<file path="src/rtl/dst_thread_pkg.sv">
package dst_thread_pkg;

    // Bit positions in the real-time word; software decodes these.
    localparam int RT_RUN   = 31;
    localparam int RT_TDOWN = 30;
    localparam int RT_PAUSE = 29;
    localparam int RT_FLUSH = 28;
    localparam int RT_IDLE  = 1;

    typedef struct packed {
        logic run;
        logic tdown;
        logic pause;
        logic flush;
    } rt_state_t;

    // Width code: 0 = 32 bits, 1 = 64 bits, ... 5 = 1024 bits.
    function automatic logic [4:0] width_code(input int data_w);
        return 5'($clog2(data_w / 32));
    endfunction

    function automatic logic [31:0] caps_word(input int data_w, input int depth);
        logic [31:0] w;
        w        = '0;
        w[28:24] = width_code(data_w);
        w[7:0]   = 8'(depth);
        return w;
    endfunction

    function automatic logic [31:0] rt_word(input rt_state_t s, input logic idle);
        logic [31:0] w;
        w           = '0;
        w[RT_RUN]   = s.run;
        w[RT_TDOWN] = s.tdown;
        w[RT_PAUSE] = s.pause;
        w[RT_FLUSH] = s.flush;
        w[RT_IDLE]  = idle;
        return w;
    endfunction

endpackage

</file>
<file path="src/rtl/dst_fifo.sv">
module dst_fifo #(
    parameter int W     = 67,
    parameter int DEPTH = 8
) (
    input  logic                         clk,
    input  logic                         rst,
    input  logic                         clear,
    input  logic                         push,
    input  logic [W-1:0]                 wdata,
    input  logic                         pop,
    output logic [W-1:0]                 rdata,
    output logic [$clog2(DEPTH+1)-1:0]   count,
    output logic                         empty,
    output logic                         full
);
    localparam int AW = (DEPTH > 1) ? $clog2(DEPTH) : 1;
    localparam int CW = $clog2(DEPTH + 1);
    localparam logic [AW-1:0] LAST = AW'(DEPTH - 1);

    logic [W-1:0]  mem [DEPTH];
    logic [AW-1:0] wp, rp;
    logic [CW-1:0] cnt;

    assign empty = (cnt == '0);
    assign full  = (cnt == CW'(DEPTH));
    assign count = cnt;
    assign rdata = mem[rp];

    always_ff @(posedge clk) begin
        if (push) mem[wp] <= wdata;
    end

    always_ff @(posedge clk) begin
        if (rst || clear) begin
            wp  <= '0;
            rp  <= '0;
            cnt <= '0;
        end else begin
            if (push) wp <= (wp == LAST) ? '0 : wp + AW'(1);
            if (pop)  rp <= (rp == LAST) ? '0 : rp + AW'(1);
            case ({push, pop})
                2'b10:   cnt <= cnt + CW'(1);
                2'b01:   cnt <= cnt - CW'(1);
                default: cnt <= cnt;
            endcase
        end
    end
endmodule

</file>
<file path="src/rtl/dst_credit_ret.sv">
module dst_credit_ret #(
    parameter int PW = 5
) (
    input  logic          clk,
    input  logic          rst,
    input  logic [PW-1:0] add,
    output logic          credit_ret,
    output logic          none_pending
);
    logic [PW-1:0] pend;

    assign credit_ret   = (pend != '0);
    assign none_pending = (pend == '0);

    always_ff @(posedge clk) begin
        if (rst) pend <= '0;
        else     pend <= pend + add - PW'(credit_ret);
    end
endmodule

</file>
<file path="src/rtl/dst_rt_ctrl.sv">
module dst_rt_ctrl
    import dst_thread_pkg::*;
(
    input  logic      clk,
    input  logic      rst,
    input  logic      sw_we,
    input  logic      sw_run,
    input  logic      sw_pause,
    input  logic      sw_flush,
    input  logic      tdown_seen,
    input  logic      drained,
    output rt_state_t st
);
    always_ff @(posedge clk) begin
        if (rst) begin
            st <= '0;
        end else if (sw_we) begin
            st.run   <= sw_run;
            st.pause <= sw_pause;
            st.flush <= sw_flush;
            st.tdown <= sw_run ? (st.tdown | tdown_seen) : 1'b0;
        end else if (st.tdown && drained) begin
            st.run   <= 1'b0;
            st.tdown <= 1'b0;
        end else if (tdown_seen) begin
            st.tdown <= 1'b1;
        end
    end
endmodule

</file>
<file path="src/rtl/dst_thread.sv">
module dst_thread
    import dst_thread_pkg::*;
#(
    parameter int DATA_W = 64,
    parameter int DEPTH  = 8
) (
    input  logic              clk,
    input  logic              rst,
    input  logic              in_valid,
    input  logic [DATA_W-1:0] in_data,
    input  logic              in_sop,
    input  logic              in_eop,
    input  logic              in_tdown,
    output logic              credit_ret,
    output logic              out_valid,
    input  logic              out_ready,
    output logic [DATA_W-1:0] out_data,
    output logic              out_sop,
    output logic              out_eop,
    output logic              out_tdown,
    input  logic              sw_we,
    input  logic              sw_run,
    input  logic              sw_pause,
    input  logic              sw_flush,
    output logic [31:0]       rt_status,
    output logic [31:0]       caps,
    output logic              ovf_err
);
    localparam int EW = DATA_W + 3;
    localparam int CW = $clog2(DEPTH + 1);
    localparam int PW = $clog2(2 * DEPTH + 3);

    rt_state_t     st;
    logic          fifo_empty, fifo_full, none_pending;
    logic [CW-1:0] fifo_cnt;
    logic [EW-1:0] head;
    logic          live, store_ok, push, drop_in, pop_flush, pop_any;
    logic          tdown_seen, drained;
    logic [PW-1:0] credit_add;

    // A live thread runs and is not flushing: it keeps what arrives.
    assign live      = st.run && !st.flush;
    assign store_ok  = in_valid && live;
    assign push      = store_ok && !fifo_full;
    assign drop_in   = in_valid && !live;
    assign out_valid = live && !st.pause && !fifo_empty;
    assign pop_flush = st.run && st.flush && !fifo_empty;
    assign pop_any   = (out_valid && out_ready) || pop_flush;

    assign credit_add = PW'(drop_in) + PW'(pop_any)
                      + (st.run ? PW'(0) : PW'(fifo_cnt));

    assign tdown_seen = in_valid && in_tdown && st.run;
    assign drained    = fifo_empty && none_pending && !in_valid;

    dst_fifo #(.W(EW), .DEPTH(DEPTH)) u_buf (
        .clk   (clk),
        .rst   (rst),
        .clear (!st.run),
        .push  (push),
        .wdata ({in_tdown, in_eop, in_sop, in_data}),
        .pop   (pop_any),
        .rdata (head),
        .count (fifo_cnt),
        .empty (fifo_empty),
        .full  (fifo_full)
    );

    dst_credit_ret #(.PW(PW)) u_cred (
        .clk          (clk),
        .rst          (rst),
        .add          (credit_add),
        .credit_ret   (credit_ret),
        .none_pending (none_pending)
    );

    dst_rt_ctrl u_ctl (
        .clk        (clk),
        .rst        (rst),
        .sw_we      (sw_we),
        .sw_run     (sw_run),
        .sw_pause   (sw_pause),
        .sw_flush   (sw_flush),
        .tdown_seen (tdown_seen),
        .drained    (drained),
        .st         (st)
    );

    assign {out_tdown, out_eop, out_sop, out_data} = head;

    assign rt_status = rt_word(st, !st.run && fifo_empty && none_pending);
    assign caps      = caps_word(DATA_W, DEPTH);

    always_ff @(posedge clk) begin
        if (rst) ovf_err <= 1'b0;
        else     ovf_err <= store_ok && fifo_full;
    end
endmodule

</file>
<file path="config.mk">
export PLATFORM = sky130hd
export DESIGN_NAME = dst_thread
export DESIGN_NICKNAME = d
export VERILOG_FILES = /design/src/rtl/dst_thread_pkg.sv /design/src/rtl/dst_fifo.sv /design/src/rtl/dst_credit_ret.sv /design/src/rtl/dst_rt_ctrl.sv /design/src/rtl/dst_thread.sv
export SDC_FILE = /design/constraint.sdc
export NUM_CORES = 1
export LEC_CHECK = 0
export BUFFER_PORTS_ARGS = -buffer_cell sky130_fd_sc_hd__buf_2
export CORE_MARGIN = 5
export CORE_UTILIZATION = 40
export CTS_CLUSTER_SIZE = 14
export DETAILED_ROUTE_END_ITERATION = 12
export GPL_ROUTABILITY_DRIVEN = 1
export GPL_TIMING_DRIVEN = 1
export PLACE_DENSITY = 0.62
export SLEW_MARGIN = 20
export SYNTH_ARGS = -nofsm -noshare
export SYNTH_HDL_FRONTEND = slang
export SYNTH_HIERARCHICAL = 1
export SYNTH_SLANG_ARGS = --single-unit
export TNS_END_PERCENT = 20
</file>
<file path="constraint.sdc">
create_clock -name clk -period 8.1 [get_ports clk]
set_clock_uncertainty 0.15 [all_clocks]
set_input_delay 0.405 -clock clk [delete_from_list [all_inputs] [get_ports clk]]
set_output_delay 0.405 -clock clk [all_outputs]
set_load 0.005 [all_outputs]
</file>
### Yosys cells after proc, flatten, opt, wreduce, memory -nomap -nowiden

Memories as Yosys holds them, arrays and structs flattened. A register that Yosys moved wholly into a read port is not among the register bits.
Cells that the tools add are included.
Widths: inputs -> output; s select.

* word-level logic and storage cells: 69
* bits in read-only memories: 0
* latch bits: 0
* register bits: 20
* memories: 1
* output and inout bits: 134
* input bits: 75
* memory bits (writable): 536

* bitwise gates (word level): 1
* eq/ne operators: 5
* divide/modulo/power cells: 0
* reduce and logical (&&, ||, !) cells: 32
* shifts and indexed selects: 0
* $mul: 0
* multiplexer cells: 13
* add/sub/neg operators: 8
* magnitude comparators: 0

Memories
* u_buf.mem: words 8, width 67, rd ports 1, clocked after Yosys merged registers in 1, write ports 1, line dst_fifo.sv:20 `logic [W-1:0] mem [DEPTH];`

Operator list (count)
* $logic_and 1x1->1: 17
* $mux 3: 4
* $pmux 4 s2: 1
* $logic_not 1->1: 7
* $add 3x1->3 const B: 2
* $eq 3x3->1 const B: 2
* $mux 1: 6
* $add 2x4->5: 1
* $add 5x5->5: 1
* $logic_not 5->1: 1
* $reduce_bool 5->1: 1
* $sub 5x1->5: 1
* $add 4x1->4 const B: 1
* $eq 4x4->1 const B: 1
* $logic_not 4->1: 1
* $mux 4: 1
* $reduce_bool 2->1: 2
* $sub 4x1->4 const B: 1
* $reduce_bool 3->1: 1
* $add 1x1->2: 1
* $eq 2x1->1 const B: 1
* $eq 2x2->1 const B: 1
* $logic_or 1x1->1: 2
* $mux 2: 1
* $or 1x1->1: 1

### Longest topological paths before layout

Gate-level depths: netlist of the first run.

* depth in word-level cells: 10
* depth in mapped cells: 14
* depth with buffers taken out: 13

### By module

Netlist of the first run, hierarchy kept.

Modules (own cells, without submodules)
* dst_fifo: seq. area each 16355.7 um^2, area each 21106.5 um^2, cells an instance 852, times used 1
* dst_thread: seq. area each 20.0 um^2, area each 668.1 um^2, cells an instance 89, times used 1
* dst_credit_ret: seq. area each 100.1 um^2, area each 389.1 um^2, cells an instance 49, times used 1
* dst_rt_ctrl: seq. area each 80.1 um^2, area each 151.4 um^2, cells an instance 16, times used 1

### Least setup slack after synthesis of the first run

OpenSTA, ideal clock, no wires.

* path kind: register to register
* from: register u_buf.cnt[1] (netlist: u_buf/count[1])
* to: memory u_buf.mem[0][0] (enable)
* stages on the path, launching flop included: 6
* required time: 7.375 ns
* data arrival time: 5.665 ns
* slack: 1.710 ns
* path buffers: 1
* clock period less this slack: 6.390 ns
* setup time: 0.575 ns
* cell sequence: dfxtp_1 -> clkbuf_1 -> nor4b_1 -> nor2_1 -> nand2b_1 -> nor3_1

* word-level cells in the longest chain between the ends: 5

RTL lines
* start: declaration: line dst_fifo.sv:22 `logic [CW-1:0] cnt;`
* start signal: assignment: line dst_fifo.sv:42 `2'b10: cnt <= cnt + CW'(1);`
* start signal: assignment: line dst_fifo.sv:43 `2'b01: cnt <= cnt - CW'(1);`
* start signal: assignment: line dst_fifo.sv:44 `default: cnt <= cnt;`
* $eq 4x4->1: line dst_fifo.sv:25 `assign full = (cnt == CW'(DEPTH));`
* net fifo_full: line dst_thread.sv:34 `logic fifo_empty, fifo_full, none_pending;`
* $logic_not 1->1: line dst_thread.sv:44 `assign push = store_ok && !fifo_full;`
* $logic_and 1x1->1: line dst_thread.sv:44
* net push: line dst_thread.sv:37 `logic live, store_ok, push, drop_in, pop_flush, pop_any;`
* $mux 1: line dst_fifo.sv:30 `if (push) mem[wp] <= wdata;`
* $mux 1 (implied by the code): line dst_fifo.sv:30
* end: declaration: line dst_fifo.sv:20

The timed path passes the listed nets, and every way through them passes these cells.

==> results of run 1 <==
-- area by class of cell --
| class | count | area (sq um) |
|---|---|---|
| inverter | 20 | 75.1 |
| antenna | 2 | 5.00 |
| timing repair buffer | 246 | 1700 |
| clock buffer | 67 | 1500 |
| multi-input combinational | 384 | 5210 |
| fill | 4575 | 28800 |
| sequential | 559 | 16600 |
| clock inverter | 34 | 407 |
| tap | 748 | 936 |
-- per-stage QoR --
step           total power (W)  worst slack (ps)
3_5_place_dp           0.00349              4250
3_3_place_gp           0.00348              4320
4_1_cts                0.00619              3690
5_1_grt                0.00635              3760
2_1_floorplan          0.00342              1710
6_report               0.00610              4110
-- how the worst max path moves through the flow --
stage	startpoint	endpoint	slack, ps
after floorplan	u_buf/count[1]	u_buf/mem[0][0]	1710
after global placement	u_buf/count[2]	u_cred/pend[4]	4320
after detailed placement	u_buf/count[2]	u_cred/pend[4]	4250
after CTS	register	out_data[0]	3690
after global routing	register	out_data[2]	3760
final	register	out_data[2]	4110
-- power breakdown --
group          internal, W  switching, W  leakage [nW]
combinational     0.000127      0.000141          2.80
clock              0.00158       0.00106         0.924
sequential         0.00318    0.00000848          5.01
-- routing by layer --
metal	routed length, microns	vias to the layer above	GRT usage, %
li1	-	4534	-
met1	18900	5315	19.6
met2	21600	212	23.9
met3	2430	60	3.29
met4	754	4	3.27
met5	21	-	0
-- placed cells by master (no fill, tap or decap), drive strengths merged, types with 5 or more instances in the layout --
| cell | count |
|---|---|
| bufinv | 8 |
| clkinv | 17 |
| nand2 | 9 |
| mux2i | 6 |
| dfxtp | 23 |
| mux2 | 68 |
| nor2 | 33 |
| xor2 | 5 |
| dlygate4sd3 | 78 |
| nor3 | 6 |
| nand2b | 8 |
| mux4 | 134 |
| edfxtp | 536 |
| inv | 26 |
| clkbuf | 67 |
| a21oi | 10 |
| buf | 168 |
| ha | 16 |
| conb | 59 |
-- flip-flops by register name (all words and copies together) (netlist names), named ones only --
register and cells:
u_buf/mem 536, u_cred/pend 5, u_buf/rp 3, ovf_err 1
u_buf/wp 3, u_ctl/st 4, u_buf/count 4
-- worst min-delay path: stages --
cell     delay [ps]
buf_2           140
a21oi_1         160
nor3_2           60
-- kinds of logic after synthesis --
kind of cell             after synthesis
multiplexers                         208
XOR/XNOR                               9
AO/OA/AOI/OAI                         16
other                                  2
buffers and inverters                120
flip-flops                           559
adder cells (fa/ha/maj)               18
AND/OR/NAND/NOR                       74
-- repair_timing --
action | 4_1_cts | 5_1_grt
hold buffers | 78 | 0
setup endpoints to repair | 0 | 0
gates resized for setup | 0 | 0
endpoints found under the hold margin | 546 | 0
==> results_dict.tcl, run 1 <==
set metrics [dict create \
    status "finished, final reports clean" \
    r2r_end "u_buf/mem[1][31]" \
    avgSynthCellArea_sq_um 22.2 \
    first_global_vias 10800 \
    yosysTopAreaCellShare_pct 72.1 \
    synth_xor_area_share_pct 0.353 \
    ys.flop_type "edfxtp_1" \
    fin_util_pct 47.8 \
    p_leak_nw 8.74 \
    synth_compound_area_share_pct 0.426 \
    end_kind "output pin" \
    insertion_delay_ps 590 \
    clock_sinks 559 \
    power-per-cell-area_nw_per_um2 231 \
    fin_setup_tns_ps 0 \
    drc 0 \
    critPathBufInv 2 \
    fp.dieW_microns 246 \
    dp_cells 1879 \
    crit_chain "buf_4 > mux4_2 > mux2_2 > buf_2" \
    hold_viol 0 \
    whs_ps 69.1 \
    synth_area_leaders "edfxtp_1 72%, mux4_2 12%, mux2_4 4.1%" \
    placed_cell_area_sq_um 23700 \
    core-area_sq_um 55200 \
    crit_slowest_cell "dfxtp_4" \
    synth-edff-count 536 \
    antenna_left 0 \
    timing.slew.headroom_pct 28.3 \
    synth_common_cells "536 x edfxtp_1, 117 x mux4_2, 61 x mux2_4" \
    reg2reg_setup_slack_ps 4360 \
    synth.yosys.warnings 6 \
    clk_pin_slew_ps 60 \
    cts_setup_buffers 0 \
    crit_type "register to output pin" \
    clockBufferDepth 3 \
    setup_viol 0 \
    synth-simple-area-share_pct 1.70 \
    start_util_pct 40.4 \
    cts-buffers-inserted 57 \
    wl_mm 43.7 \
    drtIter0Drc 575 \
    grtUsageTotal_pct 14.4 \
    finalInstanceArea_sq_um 26400 \
    final_cells 2060 \
    ys_ff_latch 559 \
    fin_crit_ps 3990 \
    dieArea_sq_um 60600 \
    overflow 0 \
    critPathTopFamily "flip-flops" \
    area_growth_pct 18.3 \
    synth_cell_types 45 \
    hold_class "primary input to register" \
    finalNetCount 1361 \
    cp.required_ps 7550 \
    io_buffers 149 \
    min-delay-start "sw_we" \
    peakVddDrop_v 0.000207 \
    final_max_slew_viol_count 0 \
    h-tree-depth 2 \
    fin_crit_sh_pct 49.2 \
    synth_largest_area_cell "edfxtp_1" \
    dr.pass1.iters 4 \
    hold_depth 3 \
    ios 209 \
    cts_tree "yes" \
    antenna_found_initial 5 \
    netlist_area_sq_um 22300 \
    syn_inst 1006 \
    die_h_microns 246 \
    slowest_delay_ps 980 \
    place_hpwl_mm 24.3 \
    fp-row-count 86 \
    synthMuxAreaShare_pct 18.5 \
    worst-path-max-fanout 48 \
    synthArstFlopShare_pct 0 \
    arrival_ps 3430 \
    worst-path-stages 4 \
    timing.rr.start "u_ctl/st[3]" \
    min_to "u_ctl/st[2]" \
    synth_fa_ha_area_share_pct 1.08 \
    grt_max_degree 62 \
    drive_gt1_share_pct 34.7 \
    reg2reg_depth 6 \
    cts_root_buf "clkbuf_16" \
    fmax_ghz 0.251 \
    synth_top_family_by_area "multiplexers" \
    num_vias 10100 \
    cap_violations 0 \
    viasPerCell 4.92 \
    start_kind "register" \
    tightest_slew_ps 1080 \
    grt_setup_unrepaired "no" \
    gp_congestion 0.718 \
    synth_seq_area_share_pct 74.2 \
    wire_per_inst_microns 21.2 \
    grt_pass1_wl_mm 66.6 \
    synth_most_common_cell "edfxtp_1" \
]
Note: power is estimated with default switching activity, not from simulation.
==> run 2: changes to the inputs <==
- PLACE_DENSITY: 0.62 -> 0.64
- clock period: 8.1 -> 3.4 ns (I/O delays scaled with it)
==> run 2 against run 1 <==
  * Design area up 0.46%
  * Via count is 1.1% higher
  * Routed wire length rose by 0.46%
  * Worst hold slack gained 38 ps
  * Critical path depth up 7
  * Critical path type is now register to register
  * Critical endpoint is now u_cred/pend[4]
  * Largest cell class unchanged
==> results_dict.tcl, run 2 (synthesis results as in run 1) <==
set metrics [dict create \
    place_hpwl_mm 25.2 \
    fin_crit_ps 3190 \
    wire_per_inst_microns 21.2 \
    drtIter0Drc 558 \
    peakVddDrop_v 0.000339 \
    power-per-cell-area_nw_per_um2 522 \
    nFillCells 4566 \
    h-tree-depth 2 \
    fp.dieW_microns 246 \
    hold_depth 6 \
    dieArea_sq_um 60600 \
    insertion_delay_ps 590 \
    tightest_slew_ps 690 \
    core-area_sq_um 55200 \
    fin_crit_sh_pct 93.9 \
    final_common_cell "edfxtp_1" \
    start_util_pct 40.4 \
    arrival_ps 3520 \
    area_growth_pct 18.8 \
    clk_pin_slew_ps 60 \
    drc 0 \
    final_cells 2069 \
    reg2reg_depth 11 \
    clock_sinks 559 \
    min-delay-start "out_ready" \
    start_kind "register" \
    intPower_w 0.0110 \
    antenna_left 0 \
    grtUsageTotal_pct 14.5 \
    timing.slew.headroom_pct 52.8 \
    cts-buffers-inserted 57 \
    dr.pass1.iters 4 \
    ios 209 \
    fp-row-count 86 \
    fin_ws_ps 207 \
    grt_max_degree 49 \
    cts_tree "yes" \
    finalNetCount 1378 \
    final_max_slew_viol_count 0 \
    overflow 0 \
    hold_viol 0 \
    timing.rr.start "u_buf/count[1]" \
    clockBufferDepth 3 \
    wl_mm 43.9 \
    final_cell_mix "536 x edfxtp_1, 149 x buf_2, 117 x mux4_2" \
    die_h_microns 246 \
    r2r_end "u_cred/pend[4]" \
    cts_setup_buffers 0 \
    first_global_vias 11100 \
    grt_setup_unrepaired "no" \
    reg2reg_setup_slack_ps 210 \
    top_regs "u_buf/mem (536), u_cred/pend (5)" \
    largest_reg_flops 536 \
    p_leak_nw 8.75 \
    end_kind "register" \
    seq_power_share_pct 54.9 \
    drive_gt1_share_pct 34.6 \
    setup_viol 0 \
    io_buffers 149 \
    antenna_found_initial 4 \
    pre_cts_slack_ps 105 \
    status "finished, final reports clean" \
    fmax_ghz 0.313 \
    num_vias 10200 \
    cts_root_buf "clkbuf_16" \
    clockPowerShare_pct 40.5 \
    swShare_pct 20.3 \
    cap_violations 0 \
    hold_class "primary input to register" \
    gp_congestion 0.740 \
    dp_cells 1895 \
    crit_type "register to register" \
    pwr-share-comb_pct 4.6 \
    viasPerCell 4.95 \
    grt_pass1_wl_mm 67.1 \
    p_sw_w 0.00281 \
    cp.required_ps 3730 \
    top_register "u_buf/mem" \
    worst-path-max-fanout 2 \
]
run 2: cell count changes in the layout (fill, tap and decap cells not counted), moves of 2 or more:
cell	delta
buf_12	+19
bufinv_16	-7
clkbuf_1	+6
clkinv_2	-3
buf_4	-2
clkinv_4	+2
clkinvlp_4	-2
nor3_2	-2
nor3_4	+2
run 2: worst max-delay path by stage:
stage,startpoint,endpoint,slack (ps),depth (start not counted)
5_1_grt,u_buf/count[1],u_cred/pend[4],20,11
3_5_place_dp,u_buf/count[1],u_cred/pend[4],110,11
4_1_cts,u_buf/count[1],u_cred/pend[4],80,11
3_3_place_gp,u_buf/count[1],u_cred/pend[4],190,11
2_1_floorplan,u_buf/count[1],u_buf/mem[4][0],-140,5
6_report,u_buf/count[1],u_cred/pend[4],210,11
run 2: layout make-up:
cell class	count	area [sq um]	area share (%)
diodes	1	2.50	0.00944
clock buffers	72	1490	5.63
clock inverters	22	155	0.585
inverters	20	75.1	0.283
multi-input cells	384	5230	19.7
flip-flops and latches	559	16600	62.5
well taps	748	936	3.53
repair buffers	263	2060	7.78
run 2: repair_timing:
action | CTS | global route
setup endpoints to repair | 0 | 1
gates resized for setup | 0 | 1
hold endpoints to repair | 547 | 0
hold buffers | 79 | 0
run 2: routing by layer:
metal	up-vias	wire length [microns]	share of wire, %	track usage, %
met2	243	21100	48	23.3
met3	58	2440	5.6	2.92
met4	4	737	1.7	3.68
met5	-	26	0.059	0
met1	5375	19600	45	20.6
li1	4553	-	-	-
run 2: power by group through the flow:
stage | logic, W | registers [W] | clock network, W
global route | 0.000732 | 0.00761 | 0.00608
CTS | 0.000647 | 0.00761 | 0.00577
floorplan | 0.000391 | 0.00775 | 0
finish | 0.000642 | 0.00761 | 0.00561
global placement | 0.000545 | 0.00775 | 0
detailed placement | 0.000569 | 0.00775 | 0
run 2: stage by stage:
| step | total power [W] | hold slack (ps) | util [%] | setup TNS, ps | cell area [sq um] |
|---|---|---|---|---|---|
| 2_1_floorplan | 0.00814 | 86.7 | - | -50340 | 22600 |
| 3_3_place_gp | 0.00830 | 261 | 43.6 | 0 | 24100 |
| 3_5_place_dp | 0.00832 | 278 | 43.6 | 0 | 24100 |
| 4_1_cts | 0.0140 | 75.2 | 48.0 | 0 | 26500 |
| 5_1_grt | 0.0144 | 134 | 48.0 | 0 | 26500 |
| 6_report | 0.0139 | 107 | 48.0 | 0 | 26500 |
run 2: worst max-delay path, cell delays in order (launching register included):
cell	delay (ps)
dfxtp_1	320
nor4_2	340
a211oi_1	140
fa_1	490
ha_1	300
inv_1	40
ha_1	320
fa_1	460
nand2b_1	160
a21oi_1	170
xnor2_1	140
nor2_1	50
==> run 3: changes to the inputs <==
- ABC_AREA: unset -> 1
==> run 3 against run 2 <==
  * Total power is 1.5% higher
  * Setup slack lost 9.2 ps
  * Routed wire length is 14% higher
  * Worst hold slack gained 100 ps
  * Fmax shrank 0.29%
==> results_dict.tcl, run 3 <==
set metrics [dict create \
    fp.dieW_microns 249 \
    grt_max_degree 117 \
    h-tree-depth 2 \
    clockPowerShare_pct 41.4 \
    overflow 0 \
    ys.flop_type "edfxtp_1" \
    hold_class "primary input to register" \
    swShare_pct 20.3 \
    pwr-share-comb_pct 4.6 \
    num_vias 14100 \
    clock_sinks 559 \
    cap_violations 0 \
    synth_area_leaders "edfxtp_1 70%, nor2_1 4.9%, nand2_1 3.9%" \
    synth_seq_area_share_pct 72.5 \
    clk_pin_slew_ps 60 \
    first_global_vias 14100 \
    whs_ps 212 \
    peakVddDrop_v 0.000362 \
    drive_gt1_share_pct 14.0 \
    arrival_ps 3550 \
    grt_pass1_wl_mm 78.4 \
    viasPerCell 5.00 \
    p_sw_w 0.00286 \
    wl_mm 50.1 \
    dp_cells 2624 \
    area_growth_pct 17.5 \
    antenna_found_initial 5 \
    final_cell_mix "536 x edfxtp_1, 293 x nor2_1, 239 x nand2_1" \
    cp.required_ps 3750 \
    fin_crit_ps 3200 \
    start_util_pct 40.4 \
    final_common_cell "edfxtp_1" \
    intPower_w 0.0112 \
    synthArstFlopShare_pct 0 \
    power-per-cell-area_nw_per_um2 525 \
    avgSynthCellArea_sq_um 12.8 \
    wire_per_inst_microns 17.8 \
    core-area_sq_um 56500 \
    crit_chain "or2_2 > nor3_4 > inv_1 > nand3_1 > nand2_1 > fa_2 > ha_1 > inv_1 > ha_1 > fa_1 > inv_1 > nand3_1 > nand2_1 > nand3_1 > nand2_1 > nor2_1" \
    ys_ff_latch 559 \
    cts_root_buf "clkbuf_16" \
    io_buffers 149 \
    synth_cell_types 32 \
    gp_congestion 0.774 \
    drtIter0Drc 811 \
    end_kind "register" \
    synth_largest_area_cell "edfxtp_1" \
    worst-path-max-fanout 2 \
    synth-edff-count 536 \
    timing.slew.headroom_pct 55.2 \
    die_h_microns 249 \
    clockBufferDepth 3 \
    synth_most_common_cell "edfxtp_1" \
    ios 209 \
    final_max_slew_viol_count 0 \
    grtUsageTotal_pct 15.8 \
    place_hpwl_mm 27.3 \
    antenna_left 0 \
    insertion_delay_ps 600 \
    fin_crit_sh_pct 94.2 \
    netlist_area_sq_um 22800 \
    cts_tree "yes" \
    tightest_slew_ps 671 \
    dr.pass1.iters 5 \
    cts-buffers-inserted 57 \
    status "finished, final reports clean" \
    start_kind "register" \
    largest_reg_flops 536 \
    fmax_ghz 0.312 \
    dieArea_sq_um 62000 \
    yosysTopAreaCellShare_pct 70.5 \
    crit_slowest_cell "fa_1" \
    crit_type "register to register" \
    p_leak_nw 9.42 \
    slowest_delay_ps 480 \
    fp-row-count 87 \
    syn_inst 1781 \
    final_cells 2812 \
    setup_viol 0 \
    top_regs "u_buf/mem (536), u_cred/pend (5)" \
    cts_setup_buffers 0 \
    hold_viol 0 \
    top_register "u_buf/mem" \
    synth.yosys.warnings 6 \
    finalNetCount 2103 \
    seq_power_share_pct 54.0 \
    drc 0 \
    synth_common_cells "536 x edfxtp_1, 301 x nor2_1, 239 x nand2_1" \
]
-- run 3: cell types whose count changed in the layout (fill, tap and decap cells not counted), moves of 61 or more --
cell,change
mux4_2,-117
o21ai_0,+156
mux2i_1,+61
o22ai_1,+67
mux2_4,-61
nand2_1,+230
nor2_1,+266
o21ai_1,+117
-- run 3: power by group through the flow --
stage                     combinational, W  clock, W  sequential [W]
after global placement            0.000511         0         0.00774
final                             0.000643   0.00583         0.00760
after detailed placement          0.000538         0         0.00775
after floorplan                   0.000360         0         0.00775
after global routing              0.000738   0.00627         0.00760
after CTS                         0.000622   0.00599         0.00760
-- run 3: kinds of logic after synthesis --
group / Yosys count / share of synthesized area [%]
muxes: 67 / 2.94
adders and majority gates: 18 / 1.05
xor gates and xnor gates: 5 / 0.192
other: 2 / 0.0329
buffers and inverters: 207 / 5.55
AOI/OAI and AO/OA: 357 / 8.20
DFF: 559 / 72.5
and+or+nand+nor: 566 / 9.52
-- run 3: worst paths after layout --
check / start / endpoint / slack, ps / cells after the start
setup / recovery: u_buf/count[1] / u_cred/pend[4] / 200 / 16
setup reg to reg: u_buf/count[1] / u_cred/pend[4] / 200 / 16
hold reg to reg: u_buf/rp[0] / register / 360 / 1
hold / removal: rst / u_cred/pend[1] / 210 / 3
-- run 3: critical path, delay by kind of cell (launching register included) --
kind	cells	cell delay [ps]
buffers and inverters	3	200
adder cells (fa/ha/maj)	4	1490
AND/OR/NAND/NOR	9	960
flip-flops	1	310
-- run 3: routing by layer --
| metal | vias to the layer above | global-route usage [%] | wire length [microns] |
|---|---|---|---|
| met2 | 335 | 27.6 | 24800 |
| met5 | - | 0 | 14 |
| li1 | 6694 | - | - |
| met3 | 66 | 3.37 | 2860 |
| met4 | 4 | 3.55 | 824 |
| met1 | 6956 | 20.4 | 21600 |
-- run 3: layout make-up --
type,count,area [sq um]
Multi-Input combinational cell,1072,5310
Sequential cell,559,16600
Clock buffer,78,1530
Antenna cell,3,7.51
Timing Repair Buffer,269,2050
Clock inverter,24,218
Tap cell,756,946
Fill cell,4911,29700
Inverter,51,196
-- run 3: timing repair --
action                     in CTS  in global routing
hold endpoints to repair      551                  0
pin swaps                       0                  1
resized for setup               1                  5
hold buffers                   83                  0
setup endpoints to repair       1                  2
-- run 3: stage by stage --
stage | cell area [sq um] | TNS (ps) | utilization, % | worst slack [ps] | power [W]
2_1_floorplan | 23100 | -331520 | - | -1010 | 0.00811
3_3_place_gp | 24200 | 0 | 42.9 | 75.9 | 0.00825
3_5_place_dp | 24200 | 0 | 42.9 | 51.7 | 0.00828
4_1_cts | 26800 | 0 | 47.4 | 68.1 | 0.0142
5_1_grt | 26800 | -6.85 | 47.5 | -6.85 | 0.0146
6_report | 26800 | 0 | 47.5 | 198 | 0.0141
